===== src/rtl/tdm_fsync_pkg.sv =====
package tdm_fsync_pkg;

  localparam int CFG_W = 6;

  // Packed order gives bit 0 = dual ... bit 5 = den_d.
  typedef struct packed {
    logic den_d;
    logic den_b;
    logic tsa;
    logic fmt8;
    logic long_fs;
    logic dual;
  } cfg_t;

  // Drop settings that may not coexist with others in the same write.
  function automatic cfg_t cfg_sanitize(input logic [CFG_W-1:0] raw);
    cfg_t c;
    c = cfg_t'(raw);
    if (c.den_b || c.den_d) c.dual = 1'b0;
    if (c.tsa) c.long_fs = 1'b0;
    return c;
  endfunction

endpackage


===== src/rtl/tdm_fsync_cfg.sv =====
module tdm_fsync_cfg
  import tdm_fsync_pkg::*;
(
  input  logic             clk,
  input  logic             rst,
  input  logic             soft_rst,
  input  logic             we,
  input  logic [CFG_W-1:0] wdata,
  output cfg_t             cfg
);

  always_ff @(posedge clk) begin
    if (rst || soft_rst) cfg <= '0;
    else if (we)         cfg <= cfg_sanitize(wdata);
  end

  a_r6_no_dual_with_den: assert property (@(posedge clk) disable iff (rst)
    !(cfg.dual && (cfg.den_b || cfg.den_d)));

  a_r9_no_long_in_tsa: assert property (@(posedge clk) disable iff (rst)
    !(cfg.tsa && cfg.long_fs));

  a_r2_soft_clears: assert property (@(posedge clk) disable iff (rst)
    soft_rst |=> (cfg == '0));

endmodule


===== src/rtl/tdm_fsync_counter.sv =====
module tdm_fsync_counter #(
  parameter int FRAME_BITS = 32,
  localparam int PW = $clog2(FRAME_BITS)
) (
  input  logic          clk,
  input  logic          rst,
  input  logic          master,
  input  logic          sync_sel,
  output logic [PW-1:0] cnt_q,
  output logic [PW-1:0] cnt_next,
  output logic          long_det
);

  localparam logic [PW-1:0] LAST = PW'(FRAME_BITS - 1);

  logic       prev_q;
  logic [1:0] wid_q;
  logic       rise;
  logic       fall;

  assign rise = sync_sel && !prev_q;
  assign fall = !sync_sel && prev_q;

  always_comb begin
    if (!master && rise)   cnt_next = '0;
    else if (cnt_q == LAST) cnt_next = '0;
    else                    cnt_next = cnt_q + 1'b1;
  end

  always_ff @(posedge clk) begin
    if (rst) begin
      cnt_q    <= '0;
      prev_q   <= 1'b0;
      wid_q    <= '0;
      long_det <= 1'b0;
    end else begin
      cnt_q  <= cnt_next;
      prev_q <= sync_sel;
      if (rise)                       wid_q <= 2'd1;
      else if (sync_sel && wid_q < 2) wid_q <= wid_q + 2'd1;
      if (!master && fall)            long_det <= (wid_q >= 2'd2);
    end
  end

  a_r11_realign: assert property (@(posedge clk) disable iff (rst)
    (!master && sync_sel && !prev_q) |=> (cnt_q == '0));

  a_r3_wrap: assert property (@(posedge clk) disable iff (rst)
    (master && cnt_q == LAST) |=> (cnt_q == '0));

endmodule


===== src/rtl/tdm_fsync_decode.sv =====
module tdm_fsync_decode
  import tdm_fsync_pkg::*;
#(
  parameter int FRAME_BITS = 32,
  parameter int LONG_W     = 8,
  parameter int RX_OFFSET  = 4,
  localparam int PW = $clog2(FRAME_BITS)
) (
  input  logic [PW-1:0] pos,
  input  cfg_t          cfg,
  input  logic          master,
  output logic          den_n,
  output logic          fs_main,
  output logic          fs_tx
);

  function automatic logic sync_shape(input int q, input logic lng);
    if (q == FRAME_BITS - 1) return 1'b1;
    if (lng && q < LONG_W - 1) return 1'b1;
    return 1'b0;
  endfunction

  int   p;
  int   p_rx;
  logic fmt8_eff;
  logic in_b;
  logic in_d;

  always_comb begin
    p        = int'(pos);
    p_rx     = (p >= RX_OFFSET) ? p - RX_OFFSET : p + FRAME_BITS - RX_OFFSET;
    fmt8_eff = cfg.fmt8 || cfg.tsa;
    if (fmt8_eff) begin
      in_b = (p < 16);
      in_d = (p == 16) || (p == 17);
    end else begin
      in_b = (p < 8) || (p >= 10 && p < 18);
      in_d = (p == 8) || (p == 18);
    end
    den_n = !((cfg.den_b && in_b) || (cfg.den_d && in_d));
    if (!master) begin
      fs_main = 1'b0;
      fs_tx   = 1'b0;
    end else if (cfg.dual) begin
      fs_main = sync_shape(p_rx, cfg.long_fs);
      fs_tx   = sync_shape(p, cfg.long_fs);
    end else begin
      fs_main = sync_shape(p, cfg.long_fs);
      fs_tx   = 1'b0;
    end
  end

endmodule


===== src/rtl/tdm_fsync_gen.sv =====
module tdm_fsync_gen
  import tdm_fsync_pkg::*;
#(
  parameter int FRAME_BITS = 32,
  parameter int LONG_W     = 8,
  parameter int RX_OFFSET  = 4,
  localparam int PW = $clog2(FRAME_BITS)
) (
  input  logic             clk,
  input  logic             rst,
  input  logic             soft_rst,
  input  logic             master,
  input  logic             cfg_we,
  input  logic [CFG_W-1:0] cfg_wdata,
  input  logic             fs_in,
  input  logic             fs_tx_in,
  output logic             fs_main_o,
  output logic             fs_tx_o,
  output logic             den_n_o,
  output logic [PW-1:0]    slot_pos_o,
  output logic             sync_long_o
);

  cfg_t          cfg;
  logic [PW-1:0] cnt_next;
  logic          sync_sel;
  logic          den_n_d;
  logic          fs_main_d;
  logic          fs_tx_d;

  assign sync_sel = cfg.dual ? fs_tx_in : fs_in;

  tdm_fsync_cfg u_cfg (
    .clk      (clk),
    .rst      (rst),
    .soft_rst (soft_rst),
    .we       (cfg_we),
    .wdata    (cfg_wdata),
    .cfg      (cfg)
  );

  tdm_fsync_counter #(.FRAME_BITS(FRAME_BITS)) u_cnt (
    .clk      (clk),
    .rst      (rst),
    .master   (master),
    .sync_sel (sync_sel),
    .cnt_q    (slot_pos_o),
    .cnt_next (cnt_next),
    .long_det (sync_long_o)
  );

  tdm_fsync_decode #(
    .FRAME_BITS (FRAME_BITS),
    .LONG_W     (LONG_W),
    .RX_OFFSET  (RX_OFFSET)
  ) u_dec (
    .pos     (cnt_next),
    .cfg     (cfg),
    .master  (master),
    .den_n   (den_n_d),
    .fs_main (fs_main_d),
    .fs_tx   (fs_tx_d)
  );

  // Outputs are registered from the next slot so they align with slot_pos_o.
  always_ff @(posedge clk) begin
    if (rst) begin
      den_n_o   <= 1'b1;
      fs_main_o <= 1'b0;
      fs_tx_o   <= 1'b0;
    end else begin
      den_n_o   <= den_n_d;
      fs_main_o <= fs_main_d;
      fs_tx_o   <= fs_tx_d;
    end
  end

  a_r10_idle_high: assert property (@(posedge clk) disable iff (rst)
    (int'(slot_pos_o) >= 20) |-> den_n_o);

  a_r11_slave_quiet: assert property (@(posedge clk) disable iff (rst)
    !$past(master) |-> (!fs_main_o && !fs_tx_o));

  a_r6_tx_single_low: assert property (@(posedge clk) disable iff (rst)
    !$past(cfg.dual) |-> !fs_tx_o);

endmodule


===== config.mk =====
export PLATFORM = sky130hd
export DESIGN_NAME = tdm_fsync_gen
export DESIGN_NICKNAME = d
export VERILOG_FILES = /design/src/rtl/tdm_fsync_pkg.sv /design/src/rtl/tdm_fsync_cfg.sv /design/src/rtl/tdm_fsync_counter.sv /design/src/rtl/tdm_fsync_decode.sv /design/src/rtl/tdm_fsync_gen.sv
export SDC_FILE = /design/constraint.sdc
export NUM_CORES = 1
export LEC_CHECK = 0
export ABC_AREA = 1
export BUFFER_PORTS_ARGS = -buffer_cell sky130_fd_sc_hd__buf_2
export CAP_MARGIN = 20
export CORE_MARGIN = 2
export CORE_UTILIZATION = 40
export DETAILED_ROUTE_END_ITERATION = 10
export SLEW_MARGIN = 0
export SYNTH_ARGS = -nofsm -noshare
export SYNTH_HDL_FRONTEND = slang
export SYNTH_SLANG_ARGS = --single-unit

===== constraint.sdc =====
create_clock -name clk -period 3 [get_ports clk]
set_input_delay 0.3 -clock clk [delete_from_list [all_inputs] [get_ports clk]]
set_output_delay 0.3 -clock clk [all_outputs]
set_load 0.01 [all_outputs]

==> results of run 1 <==
[power by group through the flow]
stage          sequential (mW)  clock [mW]  combinational [mW]
2_1_floorplan            0.263           0              0.0687
3_3_place_gp             0.262           0              0.0954
3_5_place_dp             0.262           0              0.0969
4_1_cts                  0.257       0.156              0.0974
5_1_grt                  0.259       0.167               0.112
6_report                 0.257       0.151              0.0968
[tightest hold or removal path, stage by stage]
cell,delay [ns]
buf_2,0.09
nand2_1,0.05
a21oi_1,0.06
[final cells by class]
cell class,instances,area (um^2),area share
clock buffers,4,36.28,0.02971
flip-flops and latches,18,360.3,0.2951
repair buffers,21,105.1,0.08607
well taps,30,37.54,0.03074
multi-input cells,107,591.8,0.4846
inverters,24,90.09,0.07377
[cells in the mapped netlist, drive strengths merged]
cell type   n
nand2      35
o21ai       8
nor4b       1
ha         10
nand3      10
inv        24
a211oi      2
nand4       3
dfxtp      18
a21oi       8
nor2       29
buf         1
nor3        1
[metrics by stage]
step | power [mW] | std cells
5_1_grt | 0.5382 | 204
4_1_cts | 0.5102 | 204
3_3_place_gp | 0.3571 | 200
6_report | 0.5048 | 204
3_5_place_dp | 0.3591 | 200
2_1_floorplan | 0.3318 | 150
[worst min-delay path by stage]
stage | end | cells after the start
floorplan | u_cfg.cfg[3]$_SDFFE_PP0P_ | 1
global placement | u_cfg.cfg[2]$_SDFFE_PP0P_ | 2
detailed placement | u_cfg.cfg[2]$_SDFFE_PP0P_ | 2
CTS | u_cfg.cfg[3]$_SDFFE_PP0P_ | 2
global route | u_cfg.cfg[2]$_SDFFE_PP0P_ | 3
finish | u_cfg.cfg[2]$_SDFFE_PP0P_ | 3
[state kept, by name, summed over array words and instances, names as in the netlist]
register	flops
den_n_o	1
fs_main_o	1
fs_tx_o	1
u_cfg.cfg	6
u_cnt.cnt_q	5
u_cnt.long_det	1
u_cnt.prev_q	1
u_cnt.wid_q	2
[kinds of logic (layout without fill, tap and decap cells)]
| family | after synthesis | in the layout |
|---|---|---|
| AND/OR/NAND/NOR | 79 | 79 |
| AO/OA/AOI/OAI | 18 | 18 |
| flip-flops | 18 | 18 |
| adder cells (fa/ha/maj) | 10 | 10 |
| buffers and inverters | 25 | 49 |
[routing by layer]
metal	global-route usage	routed length (um)
met1	0.1816	967
met2	0.2806	1003
met3	0.02810	104
met4	0.05226	18
met5	0	0
[layout by cell type (no fill, tap or decap)]
cell | synthesis | final
buf_2 | 0 | 21
inv_1 | 22 | 22
nor4b_1 | 1 | 1
nand3_1 | 8 | 8
dfxtp_1 | 18 | 18
o21ai_0 | 7 | 7
nand2_4 | 2 | 2
a211oi_1 | 2 | 2
a21oi_1 | 8 | 8
nand3_4 | 1 | 1
nand3_2 | 1 | 1
ha_1 | 10 | 10
nand2_2 | 4 | 4
nor2_2 | 1 | 1
clkbuf_8 | 0 | 1
inv_2 | 2 | 2
o21ai_2 | 1 | 1
nand2_1 | 29 | 29
nor3_1 | 1 | 1
nor2_1 | 28 | 28
nand4_1 | 3 | 3
clkbuf_4 | 0 | 3
==> metrics.md, run 1 <==
| Metric | Value |
|---|---|
| Critical path startpoint category | register |
| Setup TNS | 0 ns |
| Combinational power share | 0.192 |
| Largest family of logic cells by synthesized area | simple AND/OR/NAND/NOR gates |
| Slowest stage delay, CP | 0.36 ns |
| Net Count, Synth | 173 |
| Min cycle time layout | 2.619 ns |
| Post-layout nets | 198 |
| DRC violations left | 0 |
| Leading post-synthesis cells by cell area | dfxtp_1, ha_1, nand2_1 |
| Sequential Power Share | 0.508 |
| Total CTS buffers | 3 |
| CP Launch Point | u_cnt.cnt_q[0]$_SDFF_PP0_ |
| First-pass GRT wire length | 3.939 mm |
| Yosys cell types | 20 |
| Slew margin rel. | 0.7788 |
| Via count | 982 |
| Adder-Cell Fraction of Synth Area | 0.1188 |
| Stages on worst setup path | 20 |
| Fmax | 381.8 MHz |
| Row cnt | 18 |
| Clock sink total | 18 |
| Compound-Gate Fraction of Synth Area | 0.09382 |
| Ys Warns | 0 |
| Initial core utilization | 0.4253 |
| Crit path DAT | 2.86 ns |
| CTS tree | done |
| FF-to-FF path depth | 20 |
| Crit. End Element | register |
| Root buf cell | clkbuf_4 |
| Mux share of post-synthesis cell area | 0 |
| Port buffer count | 21 |
| Buf/Inv on CP | 3 |
| Crit path max-delay family | simple AND/OR/NAND/NOR gates |
| Core area | 2477 um^2 |
| Internal power | 0.3603 mW |
| Largest fanout on the critical path | 6 |
| H-Tree Level Count | 1 |
| Crit path to | fs_main_o$_SDFF_PP0_ |
| Area leader, netlist | dfxtp_1 |
| Max Slew Vio Count | 0 |
| Final setup vio count | 0 |
| Share of cells above drive strength 1 | 0.2126 |
| Dpl ws | 0.3939 ns |
| Design Area, Final | 1221 um^2 |
| Clock share of power | 0.300 |
| RSZ-0062 raised after global routing | no |
| Lkg Pwr | 0.6383 nW |
| Reg2reg end | fs_main_o$_SDFF_PP0_ |
| Hold path startpoint | cfg_wdata[2] |
| DIE AREA | 3060 um^2 |
| Register bit total from synthesis | 18 |
| Synth Area in XOR/XNOR | 0 |
| Sw Pwr | 0.1445 mW |
| Peak supply drop | 0.2910 mV |
| Hold Buf Count CTS | 0 |
| Total Routing Usage GR | 0.1550 |
| Top-area cell type share of the netlist area | 0.3420 |
| Post-Synthesis Cells | 150 |
| Pin count of the biggest net entering global routing | 11 |
| Worst skew pair latency | 0.29 ns |
| Status | complete, no violations |
| Ports | 22 |
| Slowest cell on the critical path | dfxtp_1 |
| DRT iter0 DRCs | 22 |
| Seq/Total Area, Yosys | 0.3420 |
| Final GP Congestion | 0.8021 |
| Post-DP HPWL | 1.718 mm |
| Antenna Violating Nets Remaining | 0 |
| Most common cell on crit path | nand2_1 |
| PwrDens | 413.3 nW/um^2 |
| Netlist Area Pre-Place | 1054 um^2 |
| Clk_skew | 0.004097 ns |
| Filler cells | 270 |
| Post-Synth Simple-Gate Area | 0.3492 |
| Maximum clock insertion buffer count | 2 |
| R2r startpoint | u_cnt.cnt_q[0]$_SDFF_PP0_ |
| Synthesized area per cell | 7.023 um^2 |
| Setup repair bufs after CTS | 0 |
| Final core utilization | 0.4929 |
| WL final | 2.093 mm |
| Worst path required time | 3.24 ns |
| CTS resizes | 0 |
| Worst-Margin Slew | 0.3305 ns |
| Sw Share | 0.2863 |
| Avg WL per Cell | 10.26 um |
| Reg2reg setup slack | 0.38 ns |
| Overflow after GRT | 0 |
| Kind of critical path | reg2reg |
| DP Area | 1185 um^2 |
| Antenna cells | 0 |
| Worst hold slack | 0.2463 ns |
| Hold Vio Cnt, Final | 0 |
| Die H | 55.32 um |
| Worst hold-check path type | in2reg |
| Synthesis-to-layout area growth | 15.91% |
| # Max-Cap Violations | 0 |
| Chip width | 55.32 um |
| Number of global-route vias before repair | 964 |
| Setup ws final | 0.3808 ns |
| DRT Pass-1 Iters | 4 |
| Crit share post-route | 0.8731 |
| Number of antenna violations at the first check in global routing | 0 |
| CP Cell Sequence | ha_1 -> nand2_1 -> nor2_1 -> ha_1 -> inv_1 -> nand2_1 -> nor2_1 -> nand2_4 -> ha_1 -> ha_1 -> nand2_1 -> ha_1 -> inv_1 -> nor4b_1 -> nand2_1 -> nand2_1 -> inv_1 -> nand2_1 -> nand2_1 -> nor2_1 |
| Drt via density | 4.814 |
| Clk pin slew, worst setup/hold paths | 0.11 ns |
No activity file was read; power rests on OpenSTA's default activity.
==> run 2, diff against run 1 <==
- CORE_UTILIZATION: 40 -> 45
- PLACE_DENSITY: unset -> 0.68
==> run 2 against run 1 <==
Sequential cell count stayed put. Via count rose by 1.4%. Worst hold slack hardly changed. Maximum frequency is 1.7% higher. Die area is 10% lower. Routed wire length is 1.4% higher. Count of clock-buffer cells in the layout unchanged. Total power grew 0.42%. Largest cell class unchanged. Setup slack improved by 0.043 ns.
==> metrics.md, run 2 (synthesis results as in run 1) <==
| Metric | Value |
|---|---|
| Status | complete, no violations |
| CTS resizes | 0 |
| Setup ws final | 0.4241 ns |
| Ports | 22 |
| Worst hold stages | 2 |
| Initial core utilization | 0.4762 |
| Final GP Congestion | 0.8007 |
| Root buf cell | clkbuf_4 |
| Most frequent cells in the layout | nand2_1, nor2_1, inv_1, buf_2, dfxtp_1 |
| H-Tree Level Count | 1 |
| DRT iter0 DRCs | 12 |
| Reg2reg end | fs_main_o$_SDFF_PP0_ |
| Final setup vio count | 0 |
| Total Routing Usage GR | 0.1758 |
| Via count | 996 |
| Worst hold-check path type | in2reg |
| Clock sink total | 18 |
| Antenna Violating Nets Remaining | 0 |
| Setup TNS | 0 ns |
| Number of global-route vias before repair | 907 |
| Hold Buf Count CTS | 0 |
| Total CTS buffers | 3 |
| CTS tree | done |
| Min cycle time layout | 2.576 ns |
| Top reg by flops | u_cfg.cfg |
| RSZ-0062 raised after global routing | no |
| Core area | 2212 um^2 |
| Crit. End Element | register |
| Leading cell type in the layout, fill and taps excluded | nand2_1 |
| R2r startpoint | u_cnt.cnt_q[0]$_SDFF_PP0_ |
| Port buffer count | 21 |
| Worst path required time | 3.25 ns |
| Maximum clock insertion buffer count | 2 |
| DRT Pass-1 Iters | 6 |
| Critical path startpoint category | register |
| Post-DP HPWL | 1.709 mm |
| Row cnt | 17 |
| Reg2reg setup slack | 0.42 ns |
| Chip width | 52.39 um |
| DP Area | 1182 um^2 |
| Kind of critical path | reg2reg |
| Dpl ws | 0.4200 ns |
| WL final | 2.123 mm |
| # Max-Cap Violations | 0 |
| Peak supply drop | 0.2290 mV |
| Max Slew Vio Count | 0 |
| Pin count of the biggest net entering global routing | 11 |
| Filler cells | 228 |
| Max reg flops | 6 |
| Crit share post-route | 0.8586 |
| FF-to-FF path depth | 20 |
| DIE AREA | 2744 um^2 |
| Fmax | 388.2 MHz |
| Slew margin rel. | 0.7983 |
| Share of cells above drive strength 1 | 0.2126 |
| Hold Path End | u_cfg.cfg[3]$_SDFFE_PP0P_ |
| Crit path DAT | 2.82 ns |
| Total power | 0.5069 mW |
| PwrDens | 415.9 nW/um^2 |
| First-pass GRT wire length | 3.712 mm |
| Clk pin slew, worst setup/hold paths | 0.11 ns |
| Die H | 52.39 um |
| Post-layout nets | 198 |
| Synthesis-to-layout area growth | 15.68% |
| Lkg Pwr | 0.6383 nW |
| Overflow after GRT | 0 |
| CP Launch Point | u_cnt.cnt_q[0]$_SDFF_PP0_ |
| Avg WL per Cell | 10.51 um |
| Design Area, Final | 1219 um^2 |
| DRC violations left | 0 |
| Worst skew pair latency | 0.29 ns |
| Largest fanout on the critical path | 6 |
| Clk_skew | 0.007590 ns |
| Setup repair bufs after CTS | 0 |
| Largest regs | u_cfg.cfg: 6 flops, u_cnt.cnt_q: 5 flops, u_cnt.wid_q: 2 flops |
| Antenna cells | 0 |
| Number of antenna violations at the first check in global routing | 0 |
| Hold Vio Cnt, Final | 0 |
| Hold path startpoint | cfg_we |
| Drt via density | 4.931 |
| Worst-Margin Slew | 0.3015 ns |
## run 2: layout make-up
type / instances / area, um^2 / area share
multi-input combinational: 107 / 591.8 / 0.4856
sequential: 18 / 360.3 / 0.2957
timing repair buffer: 21 / 105.1 / 0.08624
inverter: 24 / 90.09 / 0.07392
clock buffer: 4 / 36.28 / 0.02977
tap: 28 / 35.03 / 0.02875
## run 2: per-layer routing
metal	GRT usage	share of wire
met5	0	0
met4	0.05128	0.0080
met3	0.02571	0.055
met2	0.3125	0.46
met1	0.2168	0.47
## run 2: critical path, cell delays in order, from the launching register on
cell and delay [ns]:
dfxtp_1 0.36, ha_1 0.22, nand2_1 0.09, nor2_1 0.05
ha_1 0.18, inv_1 0.09, nand2_1 0.06, nor2_1 0.20
nand2_4 0.11, ha_1 0.21, ha_1 0.18, nand2_1 0.07
ha_1 0.12, inv_1 0.04, nor4b_1 0.24, nand2_1 0.08
nand2_1 0.06, inv_1 0.03, nand2_1 0.05, nand2_1 0.04
nor2_1 0.07
## run 2: stage by stage
stage	std cells	hold slack, ns	util
2_1_floorplan	150	0.3956	-
3_3_place_gp	198	0.4553	0.5345
3_5_place_dp	198	0.4568	0.5345
4_1_cts	202	0.2412	0.5509
5_1_grt	202	0.2475	0.5509
6_report	202	0.2466	0.5509
## run 2: worst max path at each step
stage	end	slack [ns]	depth (start not counted)
final	fs_main_o$_SDFF_PP0_	0.42	20
after global routing	fs_main_o$_SDFF_PP0_	0.12	20
after CTS	fs_main_o$_SDFF_PP0_	0.40	20
after detailed placement	fs_main_o$_SDFF_PP0_	0.42	20
after global placement	fs_main_o$_SDFF_PP0_	0.47	20
after floorplan	fs_main_o$_SDFF_PP0_	0.57	20
## run 2: power by group
group	switching, mW	internal (mW)	leakage [nW]	total (mW)
combinational	0.0603	0.0370	0.470	0.0973
clock	0.0790	0.0739	0.0210	0.153
sequential	0.00713	0.250	0.147	0.257
